$ cat src/rtl/rtick_pkg.sv
package rtick_pkg;
    localparam int RATE_W = 7;
    localparam int EXP_W  = 3;
    localparam int MUL_W  = 4;
    localparam int ADDR_W = 2;

    typedef enum logic [ADDR_W-1:0] {
        ADDR_RATE = 2'd0,
        ADDR_OPT  = 2'd1,
        ADDR_FLAG = 2'd2
    } rtick_addr_e;

    typedef struct packed {
        logic run_in_pstop;
        logic halt_in_wait;
        logic irq_en;
    } rtick_opt_t;
endpackage

$ cat src/rtl/rtick_regs.sv
module rtick_regs
    import rtick_pkg::*;
(
    input  logic                 clk,
    input  logic                 rst_n,
    input  logic                 wr_en,
    input  logic [ADDR_W-1:0]    wr_addr,
    input  logic [RATE_W-1:0]    wr_data,
    input  logic                 timeout,
    output logic [RATE_W-1:0]    rate,
    output rtick_opt_t           opt,
    output logic                 flag
);
    typedef struct packed {
        logic [RATE_W-1:0] rate;
        rtick_opt_t        opt;
        logic              flag;
    } regs_t;

    regs_t s_d, s_q;
    logic  clr_hit;

    assign clr_hit = wr_en && (wr_addr == ADDR_FLAG) && wr_data[0];

    always_comb begin
        s_d = s_q;
        if (wr_en) begin
            case (wr_addr)
                ADDR_RATE: s_d.rate = wr_data;
                ADDR_OPT: begin
                    s_d.opt.irq_en       = wr_data[0];
                    s_d.opt.halt_in_wait = wr_data[1];
                    s_d.opt.run_in_pstop = wr_data[2];
                end
                default: ;
            endcase
        end
        if (clr_hit) s_d.flag = 1'b0;
        if (timeout) s_d.flag = 1'b1;
    end

    always_ff @(posedge clk or negedge rst_n) begin
        if (!rst_n) s_q <= '0;
        else        s_q <= s_d;
    end

    assign rate = s_q.rate;
    assign opt  = s_q.opt;
    assign flag = s_q.flag;

    // flag is sticky unless a one is written to bit 0
    assert_flag_sticky_R6: assert property (@(posedge clk) disable iff (!rst_n)
        (s_q.flag && !clr_hit) |=> s_q.flag);

    // clear write without a time-out drops the flag
    assert_flag_clear_R6: assert property (@(posedge clk) disable iff (!rst_n)
        (clr_hit && !timeout) |=> !s_q.flag);

    // a time-out always leaves the flag set
    assert_set_wins_R7: assert property (@(posedge clk) disable iff (!rst_n)
        timeout |=> s_q.flag);
endmodule

$ cat src/rtl/rtick_prescaler.sv
module rtick_prescaler
    import rtick_pkg::*;
#(
    parameter int BASE_SHIFT = 9
) (
    input  logic             clk,
    input  logic             rst_n,
    input  logic [EXP_W-1:0] exp_n,
    input  logic             run,
    input  logic             clear,
    output logic             stage_tick
);
    localparam int CW = BASE_SHIFT + (1 << EXP_W) - 1;

    typedef struct packed {
        logic [CW-1:0] cnt;
    } pre_t;

    pre_t          s_d, s_q;
    logic [CW-1:0] mask;

    always_comb begin
        mask       = ~({CW{1'b1}} << (32'(exp_n) + BASE_SHIFT));
        stage_tick = run && ((s_q.cnt & mask) == mask);
        s_d        = s_q;
        if (clear)           s_d.cnt = '0;
        else if (stage_tick) s_d.cnt = '0;
        else if (run)        s_d.cnt = s_q.cnt + 1'b1;
    end

    always_ff @(posedge clk or negedge rst_n) begin
        if (!rst_n) s_q <= '0;
        else        s_q <= s_d;
    end

    // a restart puts the prescale counter back to zero
    assert_restart_zero_R5: assert property (@(posedge clk) disable iff (!rst_n)
        clear |=> (s_q.cnt == '0));

    // a halted, non-cleared prescaler holds its progress
    assert_halt_hold_R10: assert property (@(posedge clk) disable iff (!rst_n)
        (!clear && !run) |=> $stable(s_q.cnt));
endmodule

$ cat src/rtl/rtick_divider.sv
module rtick_divider
    import rtick_pkg::*;
(
    input  logic             clk,
    input  logic             rst_n,
    input  logic [MUL_W-1:0] mul_m,
    input  logic             stage_tick,
    input  logic             clear,
    output logic             timeout
);
    typedef struct packed {
        logic [MUL_W-1:0] cnt;
    } div_t;

    div_t s_d, s_q;

    always_comb begin
        timeout = stage_tick && (s_q.cnt == mul_m);
        s_d     = s_q;
        if (clear)           s_d.cnt = '0;
        else if (timeout)    s_d.cnt = '0;
        else if (stage_tick) s_d.cnt = s_q.cnt + 1'b1;
    end

    always_ff @(posedge clk or negedge rst_n) begin
        if (!rst_n) s_q <= '0;
        else        s_q <= s_d;
    end

    // the next period starts from zero right after a time-out
    assert_wrap_R4: assert property (@(posedge clk) disable iff (!rst_n)
        timeout |=> (s_q.cnt == '0));

    // a restart puts the divider back to zero
    assert_div_clear_R5: assert property (@(posedge clk) disable iff (!rst_n)
        clear |=> (s_q.cnt == '0));
endmodule

$ cat src/rtl/rtick_timer.sv
module rtick_timer
    import rtick_pkg::*;
#(
    parameter int BASE_SHIFT = 9
) (
    input  logic              clk,
    input  logic              rst_n,
    input  logic              wr_en,
    input  logic [1:0]        wr_addr,
    input  logic [6:0]        wr_data,
    input  logic              wait_mode,
    input  logic              pstop_mode,
    output logic              tick_flag,
    output logic              irq
);
    logic [RATE_W-1:0] rate;
    rtick_opt_t        opt;
    logic              flag;
    logic              timeout;
    logic              stage_tick;
    logic [EXP_W-1:0]  exp_n;
    logic [MUL_W-1:0]  mul_m;
    logic              rate_wr, off, wait_halt, pstop_halt, run, clear;

    assign exp_n      = rate[RATE_W-1:MUL_W];
    assign mul_m      = rate[MUL_W-1:0];
    assign rate_wr    = wr_en && (wr_addr == ADDR_RATE);
    assign off        = (exp_n == '0);
    assign wait_halt  = wait_mode && opt.halt_in_wait;
    assign pstop_halt = pstop_mode && !opt.run_in_pstop;
    assign clear      = rate_wr || wait_halt || off;
    assign run        = !off && !wait_halt && !pstop_halt;

    rtick_regs u_regs (
        .clk     (clk),
        .rst_n   (rst_n),
        .wr_en   (wr_en),
        .wr_addr (wr_addr),
        .wr_data (wr_data),
        .timeout (timeout),
        .rate    (rate),
        .opt     (opt),
        .flag    (flag)
    );

    rtick_prescaler #(.BASE_SHIFT(BASE_SHIFT)) u_pre (
        .clk        (clk),
        .rst_n      (rst_n),
        .exp_n      (exp_n),
        .run        (run),
        .clear      (clear),
        .stage_tick (stage_tick)
    );

    rtick_divider u_div (
        .clk        (clk),
        .rst_n      (rst_n),
        .mul_m      (mul_m),
        .stage_tick (stage_tick),
        .clear      (clear),
        .timeout    (timeout)
    );

    assign tick_flag = flag;
    assign irq       = flag && opt.irq_en;

    // exponent zero never yields a time-out
    assert_off_quiet_R3: assert property (@(posedge clk) disable iff (!rst_n)
        (exp_n == '0) |-> !timeout);

    // no interrupt without a set flag
    assert_irq_needs_flag_R8: assert property (@(posedge clk) disable iff (!rst_n)
        irq |-> tick_flag);
endmodule

$ cat config.mk
export PLATFORM = sky130hd
export DESIGN_NAME = rtick_timer
export DESIGN_NICKNAME = d
export VERILOG_FILES = /design/src/rtl/rtick_pkg.sv /design/src/rtl/rtick_regs.sv /design/src/rtl/rtick_prescaler.sv /design/src/rtl/rtick_divider.sv /design/src/rtl/rtick_timer.sv
export SDC_FILE = /design/constraint.sdc
export NUM_CORES = 1
export LEC_CHECK = 0
export ABC_AREA = 1
export BUFFER_PORTS_ARGS = -buffer_cell sky130_fd_sc_hd__buf_4
export CAP_MARGIN = 20
export CORE_MARGIN = 2
export CORE_UTILIZATION = 36
export CTS_CLUSTER_SIZE = 40
export DETAILED_ROUTE_END_ITERATION = 10
export PLACE_DENSITY_LB_ADDON = 0.08
export SLEW_MARGIN = 15
export SYNTH_ARGS = -nofsm -noshare
export SYNTH_HDL_FRONTEND = slang
export SYNTH_SLANG_ARGS = --single-unit
$ cat constraint.sdc
create_clock -name clk -period 2.6 [get_ports clk]
set_clock_uncertainty 0.05 [all_clocks]
set_input_delay 0.52 -clock clk [delete_from_list [all_inputs] [get_ports clk]]
set_output_delay 0.52 -clock clk [all_outputs]
set_load 0.01 [all_outputs]
==> qor.csv, run 1 <==
stage,metric,value,unit
die,start_util,37.5,%
drt,antenna_left,0,
synth,synth-main-ff-cell,dfrtp_1,
setup_path,timing.rr.start,u_regs.rate[5],
hold_path,timing.hold.worst.class,input port to async pin,
global_route,overflow,0,
cells_and_area,mostFrequentLayoutCell,nand2_1,
cts,cts-resized-gates,0,
power_and_ir_drop,p_leak,0.00104,µW
cts,clkSinkCount,31,
sta,fin_hold_ws,0.110,ns
cts,cts.clk_slew.worst_paths,0.07,ns
setup_path,critPathMaxFanout,16,
setup_path,endpoint_kind,flop,
cts,post_cts_buffers,0,
placement,gp_congestion,0.757,
synth,synth_cell_types,27,
synth,ys_seq_area_share,40.5,%
setup_path,crit_slowest_cell,dfrtp_1,
power_and_ir_drop,powerDensity,561,nW/µm²
global_route,grt_antenna_before_repair,0,
sta,fmax,0.461,GHz
die,core-area,5110,µm²
sta,maxSlewHeadroom,69.3,%
cells_and_area,final_cell_mix,"49 x nand2_1, 31 x inv_1, 31 x dfrtp_1, 25 x nor2_1",
synth,synth_edf_count,0,
setup_path,cp-start-kind,flop,
setup_path,worst_ep_required_time,2.72,ns
synth,ys_async_sr_fraction,100,%
global_route,grt_pass1_vias,1551,
synth,avgSynthCellArea,7.92,µm²
setup_path,crit_chain,ha_1 -> ha_1 -> inv_1 -> nand2_1 -> nor2_2 -> nor2_2 -> nor2_2 -> nand3_4 -> nand2_4 -> inv_2 -> nand2_1 -> nand2_1,
placement,dpl.hpwl,3110,µm
die,die_h,76.9,µm
drt,wl,4160,µm
cts,cts_hold_buf,0,
cells_and_area,syn_to_final_growth,13.8,%
setup_path,r2r_cells,12,
drt,via_count,1521,
power_and_ir_drop,ir_drop,0.295,mV
synth,syn_area,1920,µm²
drt,viasPerCell,4.55,
cells_and_area,diodes,0,
drt,dr.pass1.iters,4,
cells_and_area,drive_above_1_share,18.6,%
sta,setup_viol,0,
cells_and_area,fin_cells,334,
drt,wl_per_cell,12.5,µm
global_route,grt_start_max_net_pins,32,
cts,cts_tree,built,
cells_and_area,final_nets,285,
die,num_rows,26,
sta,layout_min_cycle_time,2.17,ns
placement,port_buffers,15,
setup_path,critPathKind,flop to flop,
synth,synth_seq_cells,31,
cts,cts.path.max_buffers,2,
cts,cts_buffers,5,
sta,slew_viol_final,0,
die,die_w,76.9,µm
synth,syn-num-nets,264,
cells_and_area,finish.utilization,42.7,%
sta,hold_viol,0,
sta,rsz0062_at_grt,no,
setup_path,max_stage_delay,0.47,ns
setup_path,rrSetupSlack,0.43,ns
cts,clk-insertion-delay-late,0.28,ns
power_and_ir_drop,totalPowerFinal,1220,µW
sta,timing.final.crit_share,83.5,%
die,io-pin-count,16,
placement,placed_cells,326,
synth,synthTopCellsByArea,"dfrtp_1 40%, nand2_1 9.6%, inv_1 6.1%, xor2_1 5.9%, ha_1 5.2%",
setup_path,r2r_end,u_div.s_q[2],
cts,cts-htree-levels,2,
synth,synth_largest_area_cell,dfrtp_1,
synth,yosys_warnings,0,
drt,drtIter0Drc,100,
global_route,grtUsageTotal,16.0,%
drt,drc,0,
die,dieArea,5920,µm²
synth,synth.top_cell.area_share,40.5,%
setup_path,worst_ep_arrival_time,2.29,ns
global_route,grt_pass1_wl,7450,µm
sta,tightest_slew,0.458,ns
run,cap_violations,0,
cells_and_area,fillers,558,
cts,root_buffer,clkbuf_8,
status,status,"complete, no violations",
sta,setup_tns,0,ns
synth,netlist_instances,242,
per-stage QoR:
stage / instance area (µm²) / worst slack (ns)
final: 2180 / 0.430
after global placement: 2100 / 0.502
after detailed placement: 2100 / 0.434
after global routing: 2180 / 0.217
after floorplan: 1920 / 0.706
after CTS: 2180 / 0.406
Yosys cell counts (2+ instances only):
| library cell | count |
|---|---|
| a21oi_1 | 3 |
| a31oi_1 | 2 |
| dfrtp_1 | 31 |
| ha_1 | 8 |
| inv_1 | 31 |
| inv_2 | 3 |
| nand2_1 | 49 |
| nand2_2 | 4 |
| nand3_1 | 16 |
| nand4_1 | 6 |
| nor2_1 | 25 |
| nor2_2 | 16 |
| nor3_1 | 5 |
| o21ai_0 | 14 |
| xnor2_1 | 5 |
| xor2_1 | 13 |
worst max-delay path: cells and delay by family, from the launching register on:
kind                     cells  cell delay, ns
adder cells (fa/ha/maj)      2            0.50
flip-flops                   1            0.47
AND/OR/NAND/NOR              8            0.91
buffers and inverters        2            0.13
state kept, by name (all words and copies together) (netlist names):
register,cells
u_pre.s_q,16
u_regs.rate,7
u_regs.opt,3
u_div.s_q,4
u_regs.flag,1
layout make-up:
type	count	area, µm²	share of cell area [%]
clock buffers	7	76.3	3.50
inverters	34	128	5.86
clock inverters	1	5.00	0.230
multi-input cells	175	987	45.3
repair buffers	16	120	5.51
well taps	70	87.6	4.02
flip-flops and latches	31	776	35.6
where the power goes:
part           leakage (µW)  switching [µW]  internal, µW  total [µW]
logic              0.000578             174           102         276
clock network     0.0000422             179           188         367
registers          0.000416            55.3           525         581
total               0.00104             408           815        1220
per-layer routing:
metal	share of wire [%]	global-route usage, %	vias up
met1	51	23.9	686
li1	-	-	808
met5	0	0	-
met2	44	23.4	23
met3	3.9	2.94	4
met4	0.82	4.91	0
how the worst max path moves through the flow:
stage	start	endpoint	slack, ns	depth (start not counted)
2_1_floorplan	u_regs.rate[5]	u_pre.s_q[13]	0.71	11
3_3_place_gp	u_regs.rate[5]	u_div.s_q[2]	0.50	12
3_5_place_dp	u_regs.rate[5]	u_div.s_q[2]	0.43	12
4_1_cts	u_regs.rate[5]	u_div.s_q[2]	0.41	12
5_1_grt	u_regs.rate[5]	u_div.s_q[2]	0.22	12
6_report	u_regs.rate[5]	u_div.s_q[2]	0.43	12
cell families (layout without fill, tap and decap cells):
logic type	Yosys count	after routing	synth area share (%)
AO/OA/AOI/OAI	22	22	6.27
flip-flops	31	31	40.5
adder cells (fa/ha/maj)	8	8	5.23
AND/OR/NAND/NOR	127	127	31.8
buffers and inverters	36	58	7.97
XOR/XNOR	18	18	8.23
Note: power is estimated with default switching activity, not from simulation.
==> run 2, diff against run 1 <==
==> constraint.sdc (replaced) <==
create_clock -name clk -period 1.8 [get_ports clk]
set_clock_uncertainty 0.05 [all_clocks]
set_input_delay 0.36 -clock clk [delete_from_list [all_inputs] [get_ports clk]]
set_output_delay 0.36 -clock clk [all_outputs]
set_load 0.01 [all_outputs]
==> qor.csv, run 2 (synthesized netlist as in run 1, its figures left out) <==
stage,metric,value,unit
die,die_h,76.9,µm
sta,rsz0062_at_grt,yes,
placement,port_buffers,15,
cells_and_area,mostFrequentLayoutCell,nand2_1,
global_route,gr-usage-met3,3.65,%
global_route,grt.met2_usage,27.1,%
drt,wl_per_cell,12.4,µm
sta,maxSlewHeadroom,72.9,%
sta,timing.final.crit_share,101,%
sta,slew_viol_final,0,
cells_and_area,postLayoutCellArea,2460,µm²
drt,drtIter0Drc,75,
setup_path,cp-start-kind,flop,
placement,dpl_cell_area,2220,µm²
cts,root_buffer,clkbuf_8,
global_route,grtUsageTotal,16.4,%
cells_and_area,final_nets,301,
global_route,grt-busiest-layer,met2,
power_and_ir_drop,ir_drop,0.400,mV
cells_and_area,syn_to_final_growth,28.4,%
setup_path,worst_ep_arrival_time,1.97,ns
placement,gp_congestion,0.777,
drt,wl,4340,µm
placement,placed_cells,338,
sta,tightest_slew,0.407,ns
power_and_ir_drop,pwr-share-comb,30.2,%
drt,drc,0,
cts,cts.clk_slew.worst_paths,0.07,ns
sta,setup_viol,1,
status,status,"complete, but fails checks",
cells_and_area,drive_above_1_share,29.7,%
cts,cts_tree,built,
setup_path,crit_chain,ha_2 -> ha_4 -> inv_2 -> nand2_2 -> nor2_2 -> nor2_2 -> nor2_4 -> nand3_4 -> nand2_4 -> buf_4 -> nor2_1,
power_and_ir_drop,switching_share,33.2,%
power_and_ir_drop,powerDensity,808,nW/µm²
status,violations,setup timing,
sta,fin_hold_ws,0.234,ns
power_and_ir_drop,pwr-share-seq,41.6,%
die,die_w,76.9,µm
setup_path,crit_top_cell,nor2_2,
global_route,overflow,0,
cts,clk-insertion-delay-late,0.28,ns
sta,worst_slack,-0.0107,ns
die,start_util,37.5,%
cells_and_area,largest-register,u_pre.s_q,
setup_path,max_stage_delay,0.42,ns
power_and_ir_drop,clkPwrFrac,28.2,%
global_route,grt_antenna_before_repair,0,
setup_path,endpoint_kind,flop,
setup_path,worst_ep_required_time,1.96,ns
drt,via_count,1585,
placement,dpl.hpwl,3230,µm
cts,clkSinkCount,31,
setup_path,rrSetupSlack,-0.01,ns
hold_path,timing.hold.worst.class,input port to flop,
setup_path,critPathMaxFanout,4,
cells_and_area,fin_cells,349,
setup_path,path_buf_inv,2,
die,num_rows,26,
sta,setup_tns,-0.0107,ns
power_and_ir_drop,p_leak,0.00113,µW
die,dieArea,5920,µm²
die,io-pin-count,16,
global_route,grt_pass1_wl,7820,µm
global_route,gr-usage-met1,22.2,%
power_and_ir_drop,totalPowerFinal,1990,µW
global_route,grt_pass1_vias,1702,
sta,hold_viol,0,
cells_and_area,diodes,0,
power_and_ir_drop,switchingPower,659,µW
cells_and_area,final_cell_mix,"45 x nand2_1, 31 x dfrtp_1, 28 x inv_1, 26 x buf_4, 23 x nor2_1",
cells_and_area,fillers,538,
global_route,grt_start_max_net_pins,32,
drt,viasPerCell,4.54,
cts,cts_buffers,5,
cells_and_area,largest_reg_flops,16,
drt,dr.pass1.iters,4,
sta,layout_min_cycle_time,1.81,ns
cts,cts.path.max_buffers,2,
setup_path,path_delay_family,simple AND/OR/NAND/NOR gates,
drt,antenna_left,0,
run,cap_violations,0,
setup_path,critPathKind,flop to flop,
setup_path,crit_slowest_cell,dfrtp_1,
die,core-area,5110,µm²
cts,cts-htree-levels,2,
sta,fmax,0.552,GHz
power_and_ir_drop,intPower,1330,µW
## run 2: worst paths after layout
| kind | startpoint | to | depth (start not counted) |
|---|---|---|---|
| min in group asynchronous | rst_n | u_regs.rate[4] | 2 |
| worst min-delay path | wr_data[3] | u_regs.rate[3] | 3 |
| worst max register to register | u_regs.rate[4] | u_pre.s_q[8] | 11 |
| worst min register to register | u_regs.opt[1] | u_regs.opt[1] | 2 |
| max in group asynchronous | rst_n | u_pre.s_q[14] | 2 |
| worst max-delay path | u_regs.rate[4] | u_pre.s_q[8] | 11 |
## run 2: power by group through the flow
stage	clock network (µW)	registers, µW	logic [µW]
after floorplan	0	830	324
after global placement	0	836	497
after detailed placement	0	839	495
after CTS	579	827	525
after global routing	613	838	684
final	561	828	600
## run 2: what timing repair did
action	in CTS	in global routing
pin swaps	2	5
cloned	0	1
hold buffers	1	0
resized for setup	7	19
setup endpoints to repair	1	21
buffers inserted	1	1
hold endpoints to repair	31	0
## run 2: area by class of cell
type / count / area, µm² / area share [%]
multi-input combinational: 175 / 1100 / 44.6
sequential: 31 / 776 / 31.5
timing repair buffer: 32 / 284 / 11.5
inverter: 34 / 128 / 5.19
tap: 70 / 87.6 / 3.56
clock buffer: 6 / 82.6 / 3.36
clock inverter: 1 / 5.00 / 0.203
## run 2: metal layers
metal  share of wire, %  routed length [µm]
met3                3.0                 131
met1                 50                2170
met5                  0                   0
met4               0.69                  30
met2                 46                2010
## run 2: worst register-to-register path, cell delays in order (launching register included)
cell	delay, ns
dfrtp_1	0.42
ha_2	0.20
ha_4	0.27
inv_2	0.03
nand2_2	0.07
nor2_2	0.04
nor2_2	0.14
nor2_4	0.06
nand3_4	0.08
nand2_4	0.10
buf_4	0.17
nor2_1	0.11
## run 2: per-stage QoR
step / util (%) / setup WS, ns
after global routing: 48.2 / -0.122
after CTS: 45.9 / -0.00664
final: 48.2 / -0.0107
after detailed placement: 43.4 / -0.0321
after global placement: 43.4 / 0.0105
after floorplan: - / 0.00983
==> run 3, diff against run 2 <==
--- a/config.mk
+++ b/config.mk
@@ -13,6 +13,7 @@
 export CTS_CLUSTER_SIZE = 40
 export DETAILED_ROUTE_END_ITERATION = 10
 export PLACE_DENSITY_LB_ADDON = 0.08
+export SKIP_CTS_REPAIR_TIMING = 1
 export SLEW_MARGIN = 15
 export SYNTH_ARGS = -nofsm -noshare
 export SYNTH_HDL_FRONTEND = slang
==> qor.csv, run 3 (synthesized netlist as in run 1, its figures left out) <==
stage,metric,value,unit
die,dieArea,5920,µm²
sta,tightest_slew,0.403,ns
sta,hold_viol,0,
setup_path,worst_ep_arrival_time,1.95,ns
status,violations,setup timing,
die,die_w,76.9,µm
cts,root_buffer,clkbuf_8,
drt,wl,4240,µm
drt,drc,0,
placement,placed_cells,338,
global_route,overflow,0,
setup_path,worst_ep_required_time,1.95,ns
drt,drtIter0Drc,75,
hold_path,min_from,wr_data[3],
cells_and_area,final_cell_mix,"42 x nand2_1, 31 x dfrtp_1, 29 x inv_1, 28 x buf_4, 23 x nor2_1",
sta,rsz0062_at_grt,yes,
global_route,grt_pass1_wl,7780,µm
die,start_util,37.5,%
sta,slew_viol_final,0,
setup_path,r2r_end,u_pre.s_q[10],
drt,viasPerCell,4.48,
setup_path,critPathKind,flop to flop,
cts,cts_tree,built,
sta,layout_min_cycle_time,1.81,ns
sta,timing.final.crit_share,100,%
cells_and_area,final_nets,300,
drt,wl_met2,1930,µm
sta,fin_hold_ws,0.234,ns
setup_path,endpoint_kind,flop,
sta,setup_viol,2,
cts,cts_buffers,5,
drt,antenna_left,0,
cts,clkSinkCount,31,
cells_and_area,largest-register,u_pre.s_q,
setup_path,r2r_cells,11,
drt,wl_per_cell,12.2,µm
drt,via_count,1559,
cts,clk-insertion-delay-late,0.28,ns
setup_path,cp-start-kind,flop,
die,die_h,76.9,µm
cells_and_area,mostFrequentLayoutCell,nand2_1,
die,core-area,5110,µm²
cells_and_area,syn_to_final_growth,25.4,%
hold_path,timing.hold.worst.class,input port to flop,
drt,highest_layer,met4,
die,num_rows,26,
hold_path,min_delay_path_depth,3,
cells_and_area,drive_above_1_share,29.5,%
power_and_ir_drop,powerDensity,802,nW/µm²
hold_path,hold_end,u_regs.rate[3],
power_and_ir_drop,p_leak,0.00112,µW
cells_and_area,largest_reg_flops,16,
sta,worst_slack,-0.00705,ns
cells_and_area,diodes,0,
drt,wl_met3,120,µm
cts,cts.path.max_buffers,2,
placement,dpl.hpwl,3230,µm
power_and_ir_drop,ir_drop,0.389,mV
global_route,grt_start_max_net_pins,32,
status,status,"complete, but fails checks",
global_route,grt_pass1_vias,1689,
setup_path,critPathMaxFanout,11,
cells_and_area,fin_cells,348,
cts,cts-htree-levels,2,
drt,routedLengthMet1,2150,µm
drt,dr.pass1.iters,4,
sta,fmax,0.553,GHz
sta,setup_tns,-0.0108,ns
placement,gp_congestion,0.777,
run,cap_violations,0,
cells_and_area,finish.utilization,47.0,%
setup_path,timing.rr.start,u_regs.rate[4],
global_route,grtUsageTotal,16.4,%
cts,cts.clk_slew.worst_paths,0.07,ns
sta,maxSlewHeadroom,73.1,%
placement,port_buffers,15,
die,io-pin-count,16,
global_route,grt_antenna_before_repair,0,
setup_path,rrSetupSlack,-0.007,ns
[run 3: cell types whose count changed in the layout (fill, tap and decap cells not counted), sizes merged]
cell,delta
clkbuf,-1
[run 3: stage by stage]
stage,setup slack [ns],total power [µW],instance area [µm²]
final,-0.00705,1930,2400
after global routing,-0.147,2070,2400
after CTS,-0.0613,1910,2310
after detailed placement,-0.0321,1330,2220
after global placement,0.0105,1330,2220
after floorplan,0.00983,1150,1930
[run 3: cell type report]
cell class / count / area [µm²]
clock buffer: 6 / 82.6
clock inverter: 1 / 5.00
fill: 547 / 2710
inverter: 34 / 128
multi-input combinational: 175 / 1070
sequential: 31 / 776
tap: 70 / 87.6
timing repair buffer: 31 / 251
[run 3: how the worst max path moves through the flow]
stage / from / to
3_3_place_gp: u_regs.rate[5] / u_div.s_q[0]
6_report: u_regs.rate[4] / u_pre.s_q[10]
2_1_floorplan: u_regs.rate[5] / u_pre.s_q[13]
5_1_grt: u_regs.rate[4] / u_pre.s_q[1]
4_1_cts: u_regs.rate[4] / u_div.s_q[0]
3_5_place_dp: u_regs.rate[5] / u_div.s_q[0]
[run 3: critical path: stages, from the launching register on]
cell and delay [ns]:
dfrtp_1 0.41, ha_2 0.21, ha_4 0.26, inv_1 0.04, nand2_2 0.08, nor2_2 0.04, nor2_2 0.14, nor2_4 0.06
nand3_4 0.09, nand2_4 0.08, buf_12 0.15, nor3_1 0.12
[run 3: layer usage]
metal	vias up	track usage, %
li1	834	-
met5	-	0
met2	19	27.1
met4	0	3.27
met1	702	22.0
met3	4	3.65
[run 3: power breakdown]
part           leakage (µW)  switching (µW)  internal (µW)  total, µW
logic              0.000656             302            237        539
registers          0.000416            67.0            759        826
clock network     0.0000470             261            300        561
total               0.00112             631           1300       1930
